--- src/rtl/mfcorr_pkg.sv ---
package mfcorr_pkg;
  typedef enum logic [1:0] {
    ST_IDLE  = 2'd0,
    ST_WPLN  = 2'd1,
    ST_XPLN  = 2'd2,
    ST_FINAL = 2'd3
  } mfcorr_state_e;
endpackage

--- src/rtl/mfcorr_popcnt.sv ---
module mfcorr_popcnt #(
  parameter int N  = 8,
  parameter int CW = 4
) (
  input  logic [N-1:0]  bits,
  output logic [CW-1:0] count
);
  always_comb begin
    count = '0;
    for (int i = 0; i < N; i++) begin
      count = count + CW'(bits[i]);
    end
  end
endmodule

--- src/rtl/mfcorr_plane_pick.sv ---
module mfcorr_plane_pick #(
  parameter int N     = 8,
  parameter int MAG_W = 7,
  parameter int PW    = 3
) (
  input  logic [N*MAG_W-1:0] mag,
  input  logic [PW-1:0]      idx,
  output logic [N-1:0]       plane
);
  for (genvar i = 0; i < N; i++) begin : g_lane
    logic [MAG_W-1:0] lane;
    assign lane     = mag[i*MAG_W +: MAG_W];
    assign plane[i] = (idx < PW'(MAG_W)) ? lane[idx] : 1'b0;
  end
endmodule

--- src/rtl/mfcorr_shacc.sv ---
module mfcorr_shacc #(
  parameter int CW    = 4,
  parameter int PW    = 3,
  parameter int ACC_W = 11
) (
  input  logic             clk,
  input  logic             rst_n,
  input  logic             clr,
  input  logic             en,
  input  logic [CW-1:0]    count,
  input  logic [PW-1:0]    shift,
  output logic [ACC_W-1:0] acc
);
  logic [ACC_W-1:0] term;
  assign term = ACC_W'(count) << shift;

  always_ff @(posedge clk) begin
    if (!rst_n || clr) acc <= '0;
    else if (en)       acc <= acc + term;
  end
endmodule

--- src/rtl/mfcorr_seq.sv ---
module mfcorr_seq
  import mfcorr_pkg::*;
#(
  parameter int MAG_W = 7,
  parameter int PW    = 3
) (
  input  logic          clk,
  input  logic          rst_n,
  input  logic          in_valid,
  input  logic [PW-1:0] skip,
  output logic          in_ready,
  output logic          accept,
  output logic          en_w,
  output logic          en_x,
  output logic          fin,
  output logic [PW-1:0] plane
);
  mfcorr_state_e state;
  logic          last_plane;

  assign in_ready   = (state == ST_IDLE);
  assign accept     = in_ready && in_valid;
  assign en_w       = (state == ST_WPLN);
  assign en_x       = (state == ST_XPLN);
  assign fin        = (state == ST_FINAL);
  assign last_plane = (plane == PW'(MAG_W - 1));

  always_ff @(posedge clk) begin
    if (!rst_n) begin
      state <= ST_IDLE;
      plane <= '0;
    end else begin
      unique case (state)
        ST_IDLE: if (in_valid) begin
          if (skip < PW'(MAG_W)) begin
            state <= ST_WPLN;
            plane <= skip;
          end else begin
            state <= ST_XPLN;
            plane <= '0;
          end
        end
        ST_WPLN: begin
          if (last_plane) begin
            state <= ST_XPLN;
            plane <= '0;
          end else begin
            plane <= plane + 1'b1;
          end
        end
        ST_XPLN: begin
          if (last_plane) state <= ST_FINAL;
          else            plane <= plane + 1'b1;
        end
        ST_FINAL: state <= ST_IDLE;
        default:  state <= ST_IDLE;
      endcase
    end
  end
endmodule

--- src/rtl/mfcorr_top.sv ---
module mfcorr_top #(
  parameter int LANES = 8,
  parameter int MAG_W = 7,
  localparam int PW    = $clog2(MAG_W + 1),
  localparam int CW    = $clog2(LANES + 1),
  localparam int ACC_W = MAG_W + CW,
  localparam int RES_W = ACC_W + 2
) (
  input  logic                    clk,
  input  logic                    rst_n,
  input  logic                    in_valid,
  output logic                    in_ready,
  input  logic [LANES-1:0]        x_sign,
  input  logic [LANES*MAG_W-1:0]  x_mag,
  input  logic [LANES-1:0]        w_sign,
  input  logic [LANES*MAG_W-1:0]  w_mag,
  input  logic [ACC_W-1:0]        w_abs_sum,
  input  logic [PW-1:0]           skip_planes,
  output logic                    done,
  output logic signed [RES_W-1:0] result
);
  logic             accept, en_w, en_x, fin;
  logic [PW-1:0]    plane;
  logic [LANES-1:0] xstep_q, wstep_q;
  logic [LANES*MAG_W-1:0] xmag_q, wmag_q;
  logic [ACC_W-1:0] wsum_q;
  logic [LANES-1:0] wplane, xplane;
  logic [CW-1:0]    cnt_wx, cnt_xw, cnt_xs;
  logic [ACC_W-1:0] acc_wx, acc_xw, acc_xs;
  logic [RES_W-1:0] fin_val;

  mfcorr_seq #(.MAG_W(MAG_W), .PW(PW)) u_seq (
    .clk(clk), .rst_n(rst_n), .in_valid(in_valid), .skip(skip_planes),
    .in_ready(in_ready), .accept(accept), .en_w(en_w), .en_x(en_x),
    .fin(fin), .plane(plane)
  );

  always_ff @(posedge clk) begin
    if (!rst_n) begin
      xstep_q <= '0;
      wstep_q <= '0;
      xmag_q  <= '0;
      wmag_q  <= '0;
      wsum_q  <= '0;
    end else if (accept) begin
      xstep_q <= ~x_sign;
      wstep_q <= ~w_sign;
      xmag_q  <= x_mag;
      wmag_q  <= w_mag;
      wsum_q  <= w_abs_sum;
    end
  end

  mfcorr_plane_pick #(.N(LANES), .MAG_W(MAG_W), .PW(PW)) u_wpick (
    .mag(wmag_q), .idx(plane), .plane(wplane)
  );
  mfcorr_plane_pick #(.N(LANES), .MAG_W(MAG_W), .PW(PW)) u_xpick (
    .mag(xmag_q), .idx(plane), .plane(xplane)
  );

  mfcorr_popcnt #(.N(LANES), .CW(CW)) u_pc_wx (.bits(xstep_q & wplane), .count(cnt_wx));
  mfcorr_popcnt #(.N(LANES), .CW(CW)) u_pc_xw (.bits(wstep_q & xplane), .count(cnt_xw));
  mfcorr_popcnt #(.N(LANES), .CW(CW)) u_pc_xs (.bits(xplane),           .count(cnt_xs));

  mfcorr_shacc #(.CW(CW), .PW(PW), .ACC_W(ACC_W)) u_acc_wx (
    .clk(clk), .rst_n(rst_n), .clr(accept), .en(en_w),
    .count(cnt_wx), .shift(plane), .acc(acc_wx)
  );
  mfcorr_shacc #(.CW(CW), .PW(PW), .ACC_W(ACC_W)) u_acc_xw (
    .clk(clk), .rst_n(rst_n), .clr(accept), .en(en_x),
    .count(cnt_xw), .shift(plane), .acc(acc_xw)
  );
  mfcorr_shacc #(.CW(CW), .PW(PW), .ACC_W(ACC_W)) u_acc_xs (
    .clk(clk), .rst_n(rst_n), .clr(accept), .en(en_x),
    .count(cnt_xs), .shift(plane), .acc(acc_xs)
  );

  assign fin_val = (RES_W'(acc_wx) << 1) + (RES_W'(acc_xw) << 1)
                 - RES_W'(wsum_q) - RES_W'(acc_xs);

  always_ff @(posedge clk) begin
    if (!rst_n) begin
      done   <= 1'b0;
      result <= '0;
    end else begin
      done <= fin;
      if (fin) result <= $signed(fin_val);
    end
  end
endmodule

--- config.mk ---
export PLATFORM = sky130hd
export DESIGN_NAME = mfcorr_top
export DESIGN_NICKNAME = d
export VERILOG_FILES = /design/src/rtl/mfcorr_pkg.sv /design/src/rtl/mfcorr_popcnt.sv /design/src/rtl/mfcorr_plane_pick.sv /design/src/rtl/mfcorr_shacc.sv /design/src/rtl/mfcorr_seq.sv /design/src/rtl/mfcorr_top.sv
export SDC_FILE = /design/constraint.sdc
export NUM_CORES = 1
export LEC_CHECK = 0
export BUFFER_PORTS_ARGS = -buffer_cell sky130_fd_sc_hd__buf_2
export CAP_MARGIN = 20
export CORE_AREA = 2 2 144 146
export CTS_BUF_LIST = sky130_fd_sc_hd__clkbuf_2 sky130_fd_sc_hd__clkbuf_4 sky130_fd_sc_hd__clkbuf_8
export CTS_CLUSTER_DIAMETER = 200
export DETAILED_ROUTE_END_ITERATION = 8
export DIE_AREA = 0 0 146 148
export PLACE_DENSITY = 0.81
export SLEW_MARGIN = 25
export SYNTH_ARGS = -nofsm -noshare
export SYNTH_HDL_FRONTEND = slang
export SYNTH_HIERARCHICAL = 1
export SYNTH_SLANG_ARGS = --single-unit
--- constraint.sdc ---
create_clock -name clk -period 7.25 [get_ports clk]
set_clock_uncertainty 0.1 [all_clocks]
set_input_delay 1.0875 -clock clk [delete_from_list [all_inputs] [get_ports clk]]
set_output_delay 1.0875 -clock clk [all_outputs]
set_load 0.03 [all_outputs]
-- Word level (Yosys, flattened, before mapping)
Cells that the tools add are included.
- register bits: 191
- latch bits: 0
- memory bits (writable): 0
- bits in read-only memories: 0
- input port bits: 145
- output and inout port bits: 15
- logic and storage cells: 123
- memories kept: 0
- add/subtract/negate cells: 28
- multiply operators: 0
- div/mod/pow operators: 0
- order comparisons: 3
- equality and inequality tests: 8
- shift operators: 3
- multiplexer cells: 58
- bitwise logic cells: 4
- reductions and logical operators: 7
- operator list (operator ; number):
    $add A4 B1 Y4 ; 18
    $bmux W1 S3 ; 16
    $add A11 B11 Y11 ; 3
    $shl A4 B3 Y11 ; 3
    $mux W1 ; 32
    $sub A13 B11 Y13 ; 2
    $and A8 B8 Y8 ; 2
    $not A8 Y8 ; 2
    $add A12 B12 Y13 ; 1
    $mux W3 ; 4
    $pmux W3 S3 ; 1
    $mux W2 ; 4
    $pmux W2 S4 ; 1
    $add A1 B1 Y2 ; 3
    $lt A3 B3 Y1 const B ; 2
    $reduce_and A3 Y1 ; 2
    $eq A2 B2 Y1 const B ; 2
    $lt A3 B4 Y1 const B ; 1
    $ne A2 B1 Y1 const B ; 2
    $ne A2 B2 Y1 const B ; 2
    $add A3 B1 Y3 const B ; 1
    $eq A3 B3 Y1 const B ; 1
    $reduce_bool A3 Y1 ; 1
    $eq A2 B1 Y1 const B ; 1
    other kinds (4) ; 4

-- Depth between registers and ports, before layout
Gate-level depths: netlist (run 1).
- word-level depth: 13
- gate-level depth with buffers: 26
- mapped depth without buffers: 24

-- By module
The synthesis (run 1) kept the hierarchy.
- modules (own cells, without submodules) (module ; instances ; cells each ; area each (um2) ; seq. area each (um2)):
    mfcorr_top ; 1 ; 653 ; 6531.3 ; 3062.9
    mfcorr_shacc at u_acc_xs ... ; 2 ; 135 ; 1063.5 ; 220.2
    mfcorr_shacc at u_acc_wx ; 1 ; 129 ; 1067.3 ; 220.2
    mfcorr_plane_pick ; 2 ; 66 ; 526.8 ; 0.0
    mfcorr_popcnt ; 3 ; 24 ; 190.2 ; 0.0
    mfcorr_seq ; 1 ; 53 ; 461.7 ; 100.1

-- Least setup slack after synthesis (run 1)
Ideal clock, no wire load.
- path kind: register to register
- from: reg u_seq.plane[1]
- to: reg u_acc_xw.acc[10]
- library setup time: 0.072 ns
- arrival: 5.590 ns
- required time: 7.078 ns
- path slack: 1.488 ns
- cell stages (with the launch flop): 25
- path buffers: 2
- period minus slack after synthesis: 5.762 ns
- path through: dfxtp_1 -> buf_6 -> buf_12 -> mux2i_1 -> a22o_1 -> a31oi_1 -> and2_1 -> inv_1 -> fa_1 -> fa_1 -> fa_1 -> inv_1 -> ha_1 -> inv_1 -> fa_1 -> xnor2_1 -> mux2_2 -> o21ai_0 -> nor2_1 -> ha_1 -> a211o_1 -> a2111oi_2 -> and3_1 -> a2111o_1 -> mux2i_1
- word-level cells in the longest chain between the ends: 13
- elaborated cells on any way between the ends: 35
- classes of those cells: add/sub (8); order compare (1); shift (1); mux (24); bitwise (1)
- ends and longest elaborated chain (what ; RTL line ; RTL):
    start, declared ; mfcorr_seq.sv:16 ; output logic [PW-1:0] plane
    start signal, assigned ; mfcorr_seq.sv:37 ; plane <= skip;
    start signal, assigned ; mfcorr_seq.sv:48 ; plane <= plane + 1'b1;
    start signal, assigned ; mfcorr_seq.sv:53 ; else plane <= plane + 1'b1;
    $bmux W1 S3 ; mfcorr_plane_pick.sv:13 ; assign plane[i] = (idx < PW'(MAG_W)) ? lane[idx] : 1'b0;
    $mux W1 (not written as such) ; mfcorr_plane_pick.sv:13 ;
    $mux W1 * ; mfcorr_plane_pick.sv:13 ;
    named net xplane[0] ; mfcorr_top.sv:27 ; logic [LANES-1:0] wplane, xplane;
    $and A8 B8 Y8 * ; mfcorr_top.sv:62 ; mfcorr_popcnt #(.N(LANES), .CW(CW)) u_pc_xw (.bits(wstep_q & xplane), .count(cnt_xw));
    $add A1 B1 Y2 * ; mfcorr_popcnt.sv:11 ; count = count + CW'(bits[i]);
    $add A4 B1 Y4 * (6 in series) ; mfcorr_popcnt.sv:11 ;
    named net cnt_xw[2] ; mfcorr_top.sv:28 ; logic [CW-1:0] cnt_wx, cnt_xw, cnt_xs;
    $shl A4 B3 Y11 * ; mfcorr_shacc.sv:15 ; assign term = ACC_W'(count) << shift;
    $add A11 B11 Y11 * ; mfcorr_shacc.sv:19 ; else if (en) acc <= acc + term;
    end signal, assigned ; mfcorr_shacc.sv:19 ;
    end, declared ; mfcorr_shacc.sv:12 ; output logic [ACC_W-1:0] acc
Mark *: on every way through the listed nets, which the timed path passes. The rest lies on a longest branch. The select of a mux whose other input is x is not followed.
A chain may end at the register's enable or synchronous reset.

-- Worst setup path after layout (run 1)
- from: reg u_seq.plane[0]
- to: reg u_acc_xw.acc[8]
The elaborated chain is that of the path after synthesis.

==> flow_summary.json, run 1 <==
{
  "critical_path_peak_fanout": 34,
  "design.portCount": 160,
  "max_freq_mhz": 153,
  "finish.utilization_pct": 65.1,
  "synth-seq-cells": 191,
  "numPortBuffers": 159,
  "critical_path.reg2reg.startpoint": "u_seq/plane[0]$_SDFFE_PN0P_",
  "timing.setup.critical_path_class": "register to register",
  "cp_data_required_time_ns": 7.53,
  "cts_htree_levels": 4,
  "timing.hold.worst.class": "register to register",
  "powerDensity_mw_per_mm2": 380,
  "cell_with_the_most_instances_on_the_worst_path": "sky130_fd_sc_hd__fa_1",
  "synth.largest_area_cell": "sky130_fd_sc_hd__dfxtp_1",
  "dr.pass1.iters": 6,
  "slew-limit-headroom_pct": 33.2,
  "seq_area_frac_synth_pct": 32.4,
  "synthCells": 1309,
  "worst-r2r-setup-slack_ns": 0.73,
  "post_synth_num_cell_types": 73,
  "area.growth.synth_to_final_pct": 10.4,
  "worst_skew_pair_latency_ns": 0.50,
  "cts.sinks": 191,
  "cts_resized": 0,
  "wire_per_inst_um": 15.5,
  "die_h_um": 148,
  "top_area_cell_type_share_of_the_netlist_area_pct": 32.4,
  "grt_setup_unrepaired": "no",
  "floorplan.core_area_mm2": 0.0200,
  "ff_to_ff_path_depth": 21,
  "drc": 0,
  "fin_crit_ns": 6.52,
  "ir_drop_uv": 263,
  "final_cell_mix": "sky130_fd_sc_hd__mux2i_1, sky130_fd_sc_hd__dfxtp_1, sky130_fd_sc_hd__nor2_1",
  "mean_instance_size_in_the_synthesized_netlist_um2": 9.02,
  "tightest_pin_transition_ns": 1.00,
  "timing.critical_path.to_type": "register",
  "critical_path_arrival_ns": 6.81,
  "route.final.wire_length_um": 26400,
  "most_common_cell_after_layout_fill_and_taps_aside": "sky130_fd_sc_hd__mux2i_1",
  "placement.cell_area_mm2": 0.0126,
  "crit_path_start": "u_seq/plane[0]$_SDFFE_PN0P_",
  "critical_path.cell_chain": "nor2b_1 > a22o_1 > a31oi_1 > and2_1 > inv_1 > fa_1 > fa_1 > fa_1 > inv_1 > ha_1 > inv_1 > fa_1 > xnor2_1 > mux2_2 > nand2_1 > o22ai_1 > ha_1 > a21oi_1 > a21oi_1 > o2111a_1 > a311o_1",
  "ctsHoldBuffers": 0,
  "critPathMaxStageDelay_ns": 0.74,
  "synth_enable_flop_cells": 0,
  "n_fill_cell": 1720,
  "starting_drt_drc_count": 599,
  "maximum_number_of_pins_on_one_net_before_global_route_repair": 148,
  "finalPower_mw": 4.96,
  "final_nets": 1663,
  "grt_antenna_before_repair": 5,
  "synth_ff_type": "sky130_fd_sc_hd__dfxtp_1",
  "area_occupied_by_multi_input_gates_mm2": 0.00717,
  "layout.area.seq_mm2": 0.00383,
  "vias_in_the_first_global_route": 9144,
  "antenna_violating_nets_post_route": 0,
  "grt.total_usage_pct": 24.3,
  "ys_warn_count": 6,
  "grt_overflow_total": 0,
  "clock_tree.buffer_depth": 2,
  "worst_setup_path_start_kind": "register",
  "cts_inserted_buffers": 17,
  "number_of_maximum_capacitance_violations": 0,
  "timing.final.crit_share_pct": 90.0,
  "fin_cells": 1706,
  "vias_per_cell": 5.62,
  "floorplan.initialDensity_pct": 58.9,
  "layout-drive-gt1-share_pct": 17.1,
  "die-area_mm2": 0.0216,
  "run_status": "finished clean",
  "synth.cell_area_mm2": 0.0118,
  "cellLeakagePower_nw": 5.72,
  "clkSlewWorstSetupHoldPaths_ns": 0.10,
  "vias": 9595,
  "worst_r2r_endpoint": "u_acc_xw/acc[8]$_SDFFE_PP0P_",
  "dieWidth_um": 146,
  "fin_tns_setup_ns": 0,
  "crit_path_end": "u_acc_xw/acc[8]$_SDFFE_PP0P_",
  "root_buffer": "sky130_fd_sc_hd__clkbuf_8",
  "clock_tree_from_tritoncts": "yes",
  "finalHoldViolCount": 0,
  "dp.final_hpwl_um": 19300,
  "synth_nets": 1550,
  "place.detailed.instances": 1673,
  "final_max_slew_viol_count": 0,
  "gp_routability_congestion": 0.921,
  "finalSetupViolations": 0,
  "rows": 52,
  "ys_top_cells_by_area": "sky130_fd_sc_hd__dfxtp_1, sky130_fd_sc_hd__mux2i_1, sky130_fd_sc_hd__ha_1",
  "postSynth.asyncResetShare_pct": 0,
  "post-cts-setup-buffers": 0,
  "timing.critical_path.slowest_stage_cell": "sky130_fd_sc_hd__dfxtp_2",
  "first_pass_grt_wire_length_um": 43400,
  "design_area_mm2": 0.0130
}
where the power goes:
group	switching (mW)	leakage [nW]	total, mW	internal [mW]
clock network	0.458	0.212	0.731	0.273
logic	1.61	3.94	2.82	1.22
registers	0.199	1.57	1.40	1.20
total	2.26	5.72	4.96	2.70
layer usage:
metal  vias up  GRT usage (%)  part of all wire, %
li1       4757              -                    -
met1      4517           31.2                   45
met2       270           41.4                   47
met3        43           5.43                  5.7
met4         8           6.99                  1.7
met5         -              0                 0.21
worst max-delay path: cells and delay by family (launching register included):
family | cells | cell delay (ns)
simple gates | 3 | 0.99
xor+xnor | 1 | 0.24
compound gates | 7 | 1.71
fa+ha+maj | 6 | 2.21
buf+inv | 3 | 0.20
mux | 1 | 0.21
flops | 1 | 0.74
cell type report:
class	instances	share of cell area, %
multi-input combinational	934	55.0
sequential	191	29.4
timing repair buffer	165	6.54
inverter	113	3.27
tap	270	2.59
clock buffer	18	1.85
clock inverter	14	1.40
antenna	1	0.0192
metrics by stage:
step / hold WS [ns] / setup slack [ns]
4_1_cts: 0.383 / 0.831
2_1_floorplan: 0.352 / 1.49
3_3_place_gp: 0.356 / 1.02
5_1_grt: 0.417 / 0.352
3_5_place_dp: 0.366 / 0.872
6_report: 0.382 / 0.727
worst min path at each step:
stage / startpoint / endpoint / slack (ns) / depth (start not counted)
final: result[5]$_SDFFE_PN0P_ / result[5]$_SDFFE_PN0P_ / 0.38 / 2
after global routing: xstep_q[1]$_SDFFE_PN0P_ / xstep_q[1]$_SDFFE_PN0P_ / 0.42 / 2
after CTS: result[5]$_SDFFE_PN0P_ / result[5]$_SDFFE_PN0P_ / 0.38 / 2
after detailed placement: xstep_q[5]$_SDFFE_PN0P_ / xstep_q[5]$_SDFFE_PN0P_ / 0.37 / 2
after global placement: result[5]$_SDFFE_PN0P_ / result[5]$_SDFFE_PN0P_ / 0.36 / 2
after floorplan: wstep_q[0]$_SDFFE_PN0P_ / wstep_q[0]$_SDFFE_PN0P_ / 0.35 / 2
synthesized netlist by cell type (13+ instances only):
cell type,instances
sky130_fd_sc_hd__mux2i_1,196
sky130_fd_sc_hd__dfxtp_1,191
sky130_fd_sc_hd__nor2_1,184
sky130_fd_sc_hd__inv_1,111
sky130_fd_sc_hd__ha_1,61
sky130_fd_sc_hd__nand2_1,56
sky130_fd_sc_hd__a21oi_1,43
sky130_fd_sc_hd__fa_1,35
sky130_fd_sc_hd__o21ai_0,32
sky130_fd_sc_hd__nand3_1,27
sky130_fd_sc_hd__buf_2,25
sky130_fd_sc_hd__clkbuf_1,25
sky130_fd_sc_hd__a211oi_1,24
sky130_fd_sc_hd__and2_1,24
sky130_fd_sc_hd__a31oi_1,21
sky130_fd_sc_hd__nor2b_1,18
sky130_fd_sc_hd__a22o_1,16
sky130_fd_sc_hd__nand2b_1,14
sky130_fd_sc_hd__xnor2_1,14
sky130_fd_sc_hd__a21o_1,13
kinds of logic (layout without fill, tap and decap cells):
group / count (synthesis) / count (layout) / synth area share, %
AOI/OAI and AO/OA: 218 / 218 / 13.5
DFF: 191 / 191 / 32.4
buffers and inverters: 184 / 310 / 6.98
adders and majority gates: 96 / 96 / 12.4
other: 0 / 1 / 0
muxes: 202 / 202 / 17.2
and+or+nand+nor: 402 / 402 / 16.4
xor gates and xnor gates: 16 / 16 / 1.19
flip-flops by register name (all words and copies together) (netlist names), 8 cells and up:
register / count
wstep_q: 8
u_acc_xw/acc: 11
result: 13
u_acc_wx/acc: 11
xmag_q: 56
wmag_q: 56
xstep_q: 8
u_acc_xs/acc: 11
wsum_q: 11
Note: power is estimated with default switching activity, not from simulation.
==> run 2: changes to the inputs <==
--- a/config.mk
+++ b/config.mk
@@ -7,11 +7,11 @@
 export LEC_CHECK = 0
 export BUFFER_PORTS_ARGS = -buffer_cell sky130_fd_sc_hd__buf_2
 export CAP_MARGIN = 20
-export CORE_AREA = 2 2 144 146
+export CORE_AREA = 4 4 146 148
 export CTS_BUF_LIST = sky130_fd_sc_hd__clkbuf_2 sky130_fd_sc_hd__clkbuf_4 sky130_fd_sc_hd__clkbuf_8
 export CTS_CLUSTER_DIAMETER = 200
 export DETAILED_ROUTE_END_ITERATION = 8
-export DIE_AREA = 0 0 146 148
+export DIE_AREA = 0 0 150 152
 export PLACE_DENSITY = 0.81
 export SLEW_MARGIN = 25
 export SYNTH_ARGS = -nofsm -noshare
==> flow_summary.json, run 2 (synthesized netlist as in run 1, its figures left out) <==
{
  "run_status": "finished clean",
  "critical_path.reg2reg.startpoint": "u_seq/plane[0]$_SDFFE_PN0P_",
  "die_h_um": 152,
  "crit_path_end": "u_acc_wx/acc[7]$_SDFFE_PP0P_",
  "starting_drt_drc_count": 544,
  "internal_power_mw": 2.70,
  "area.growth.synth_to_final_pct": 10.8,
  "powerDensity_mw_per_mm2": 380,
  "cell_family_with_the_largest_share_of_critical_path_delay": "adder cells",
  "grt_antenna_before_repair": 4,
  "worst_r2r_endpoint": "u_acc_wx/acc[7]$_SDFFE_PP0P_",
  "reg.largest.list": "wmag_q (56), xmag_q (56), result (13)",
  "clock_tree.buffer_depth": 2,
  "grt.total_usage_pct": 23.5,
  "drc": 0,
  "cts_htree_levels": 4,
  "tightest_pin_transition_ns": 0.891,
  "numPortBuffers": 159,
  "final_cell_mix": "sky130_fd_sc_hd__mux2i_1, sky130_fd_sc_hd__dfxtp_1, sky130_fd_sc_hd__nor2_1",
  "slew-limit-headroom_pct": 40.6,
  "dieWidth_um": 150,
  "die-area_mm2": 0.0228,
  "n_fill_cell": 1687,
  "finalSetupViolations": 0,
  "cp_data_required_time_ns": 7.52,
  "critical_path_peak_fanout": 32,
  "cts_resized": 0,
  "max_freq_mhz": 157,
  "combinational_cell_fraction_of_total_power_pct": 57.2,
  "dr.pass1.iters": 5,
  "worst_hold_slack_ns": 0.381,
  "timing.setup.critical_path_class": "register to register",
  "cellLeakagePower_nw": 5.74,
  "post-cts-setup-buffers": 0,
  "layout-drive-gt1-share_pct": 17.2,
  "final_nets": 1665,
  "floorplan.initialDensity_pct": 58.9,
  "timing.critical_path.to_type": "register",
  "clkSlewWorstSetupHoldPaths_ns": 0.11,
  "clock_tree_from_tritoncts": "yes",
  "timing.hold.worst.class": "register to register",
  "vias_in_the_first_global_route": 9230,
  "dp.final_hpwl_um": 20100,
  "wire_per_inst_um": 15.9,
  "first_pass_grt_wire_length_um": 44500,
  "route.final.wire_length_um": 27100,
  "antenna_violating_nets_post_route": 0,
  "cts.sinks": 191,
  "ff_to_ff_path_depth": 23,
  "ctsHoldBuffers": 0,
  "floorplan.core_area_mm2": 0.0200,
  "fin_tns_setup_ns": 0,
  "cell_with_the_most_instances_on_the_worst_path": "sky130_fd_sc_hd__fa_1",
  "netSwitchingPower_mw": 2.28,
  "grt_setup_unrepaired": "no",
  "worst_skew_pair_latency_ns": 0.48,
  "design.portCount": 160,
  "crit_path_start": "u_seq/plane[0]$_SDFFE_PN0P_",
  "rows": 52,
  "finalHoldViolCount": 0,
  "pwr-share-clk_pct": 14.9,
  "netSwitchingFraction_pct": 45.8,
  "vias_per_cell": 5.59,
  "most_common_cell_after_layout_fill_and_taps_aside": "sky130_fd_sc_hd__mux2i_1",
  "worstSetupPathDepth": 23,
  "timing.final.crit_share_pct": 87.8,
  "critical_path_arrival_ns": 6.64,
  "vias": 9543,
  "final_max_slew_viol_count": 0,
  "seq_power_share_pct": 27.8,
  "worst_setup_path_start_kind": "register",
  "critical_path.cell_chain": "nor2b_1 > a22o_1 > a31oi_1 > and2_1 > inv_1 > fa_1 > fa_1 > fa_1 > inv_1 > ha_1 > inv_1 > fa_1 > xnor2_1 > mux2_2 > o21ai_0 > nor2_1 > ha_1 > a21oi_2 > nor2b_1 > a311o_2 > a31oi_4 > nor4b_1 > a211o_1",
  "gp_routability_congestion": 0.883,
  "grt_overflow_total": 0,
  "number_of_maximum_capacitance_violations": 0,
  "timing.critical_path.buf_inv": 3,
  "maximum_number_of_pins_on_one_net_before_global_route_repair": 101,
  "ir_drop_uv": 269,
  "fin_crit_ns": 6.36,
  "timing.critical_path.slowest_stage_cell": "sky130_fd_sc_hd__dfxtp_2",
  "root_buffer": "sky130_fd_sc_hd__clkbuf_8",
  "critPathMaxStageDelay_ns": 0.70,
  "cts_inserted_buffers": 17,
  "worst-r2r-setup-slack_ns": 0.89
}
[run 2: cell count changes in the layout (fill, tap and decap cells not counted), sizes merged]
cell,previous run,this run
inv,121,119
clkbuf,18,17
clkinv,6,9
buf,165,167
[run 2: power by group through the flow]
stage	clock [mW]	sequential, mW	combinational, mW
global route	0.808	1.41	3.19
CTS	0.760	1.38	2.82
finish	0.743	1.39	2.85
floorplan	0	1.31	2.34
detailed placement	0	1.41	2.80
global placement	0	1.40	2.70
[run 2: worst min-delay path by stage]
stage	end	depth (start not counted)	startpoint	slack, ns
after global routing	wstep_q[7]$_SDFFE_PN0P_	2	wstep_q[7]$_SDFFE_PN0P_	0.40
after floorplan	wstep_q[0]$_SDFFE_PN0P_	2	wstep_q[0]$_SDFFE_PN0P_	0.35
after CTS	xstep_q[4]$_SDFFE_PN0P_	2	xstep_q[4]$_SDFFE_PN0P_	0.38
after detailed placement	xstep_q[2]$_SDFFE_PN0P_	2	xstep_q[2]$_SDFFE_PN0P_	0.37
final	xstep_q[2]$_SDFFE_PN0P_	2	xstep_q[2]$_SDFFE_PN0P_	0.38
after global placement	result[5]$_SDFFE_PN0P_	2	result[5]$_SDFFE_PN0P_	0.36
[run 2: stage by stage]
step,total power [mW],util [%],cell area [um2],setup WS (ns),cells
final,4.98,65.3,13100,0.886,1708
after floorplan,3.65,-,11800,1.49,1309
after global placement,4.10,63.0,12600,1.07,1674
after global routing,5.41,65.3,13100,0.382,1707
after CTS,4.97,65.2,13100,0.907,1706
after detailed placement,4.20,63.0,12600,0.947,1674
[run 2: tightest hold or removal path, cell delays in order, from the launching register on]
cell	delay, ns
sky130_fd_sc_hd__dfxtp_1	0.33
sky130_fd_sc_hd__nor2_1	0.08
sky130_fd_sc_hd__a211oi_1	0.04
[run 2: cell type report]
type | count | area, um2 | share of cell area (%)
flip-flops and latches | 191 | 3830 | 29.3
well taps | 270 | 338 | 2.58
inverters | 113 | 427 | 3.26
clock buffers | 17 | 234 | 1.79
clock inverters | 15 | 213 | 1.62
multi-input cells | 934 | 7170 | 54.7
diodes | 1 | 2.50 | 0.0191
repair buffers | 167 | 881 | 6.73
[run 2: metal layers]
layer	GRT usage, %	wire length, um	share of wire (%)	up-vias
li1	-	-	-	4757
met5	0	54	0.20	-
met1	31.5	12000	44	4467
met2	38.5	13000	48	272
met4	5.80	367	1.4	8
met3	5.42	1620	6.0	39
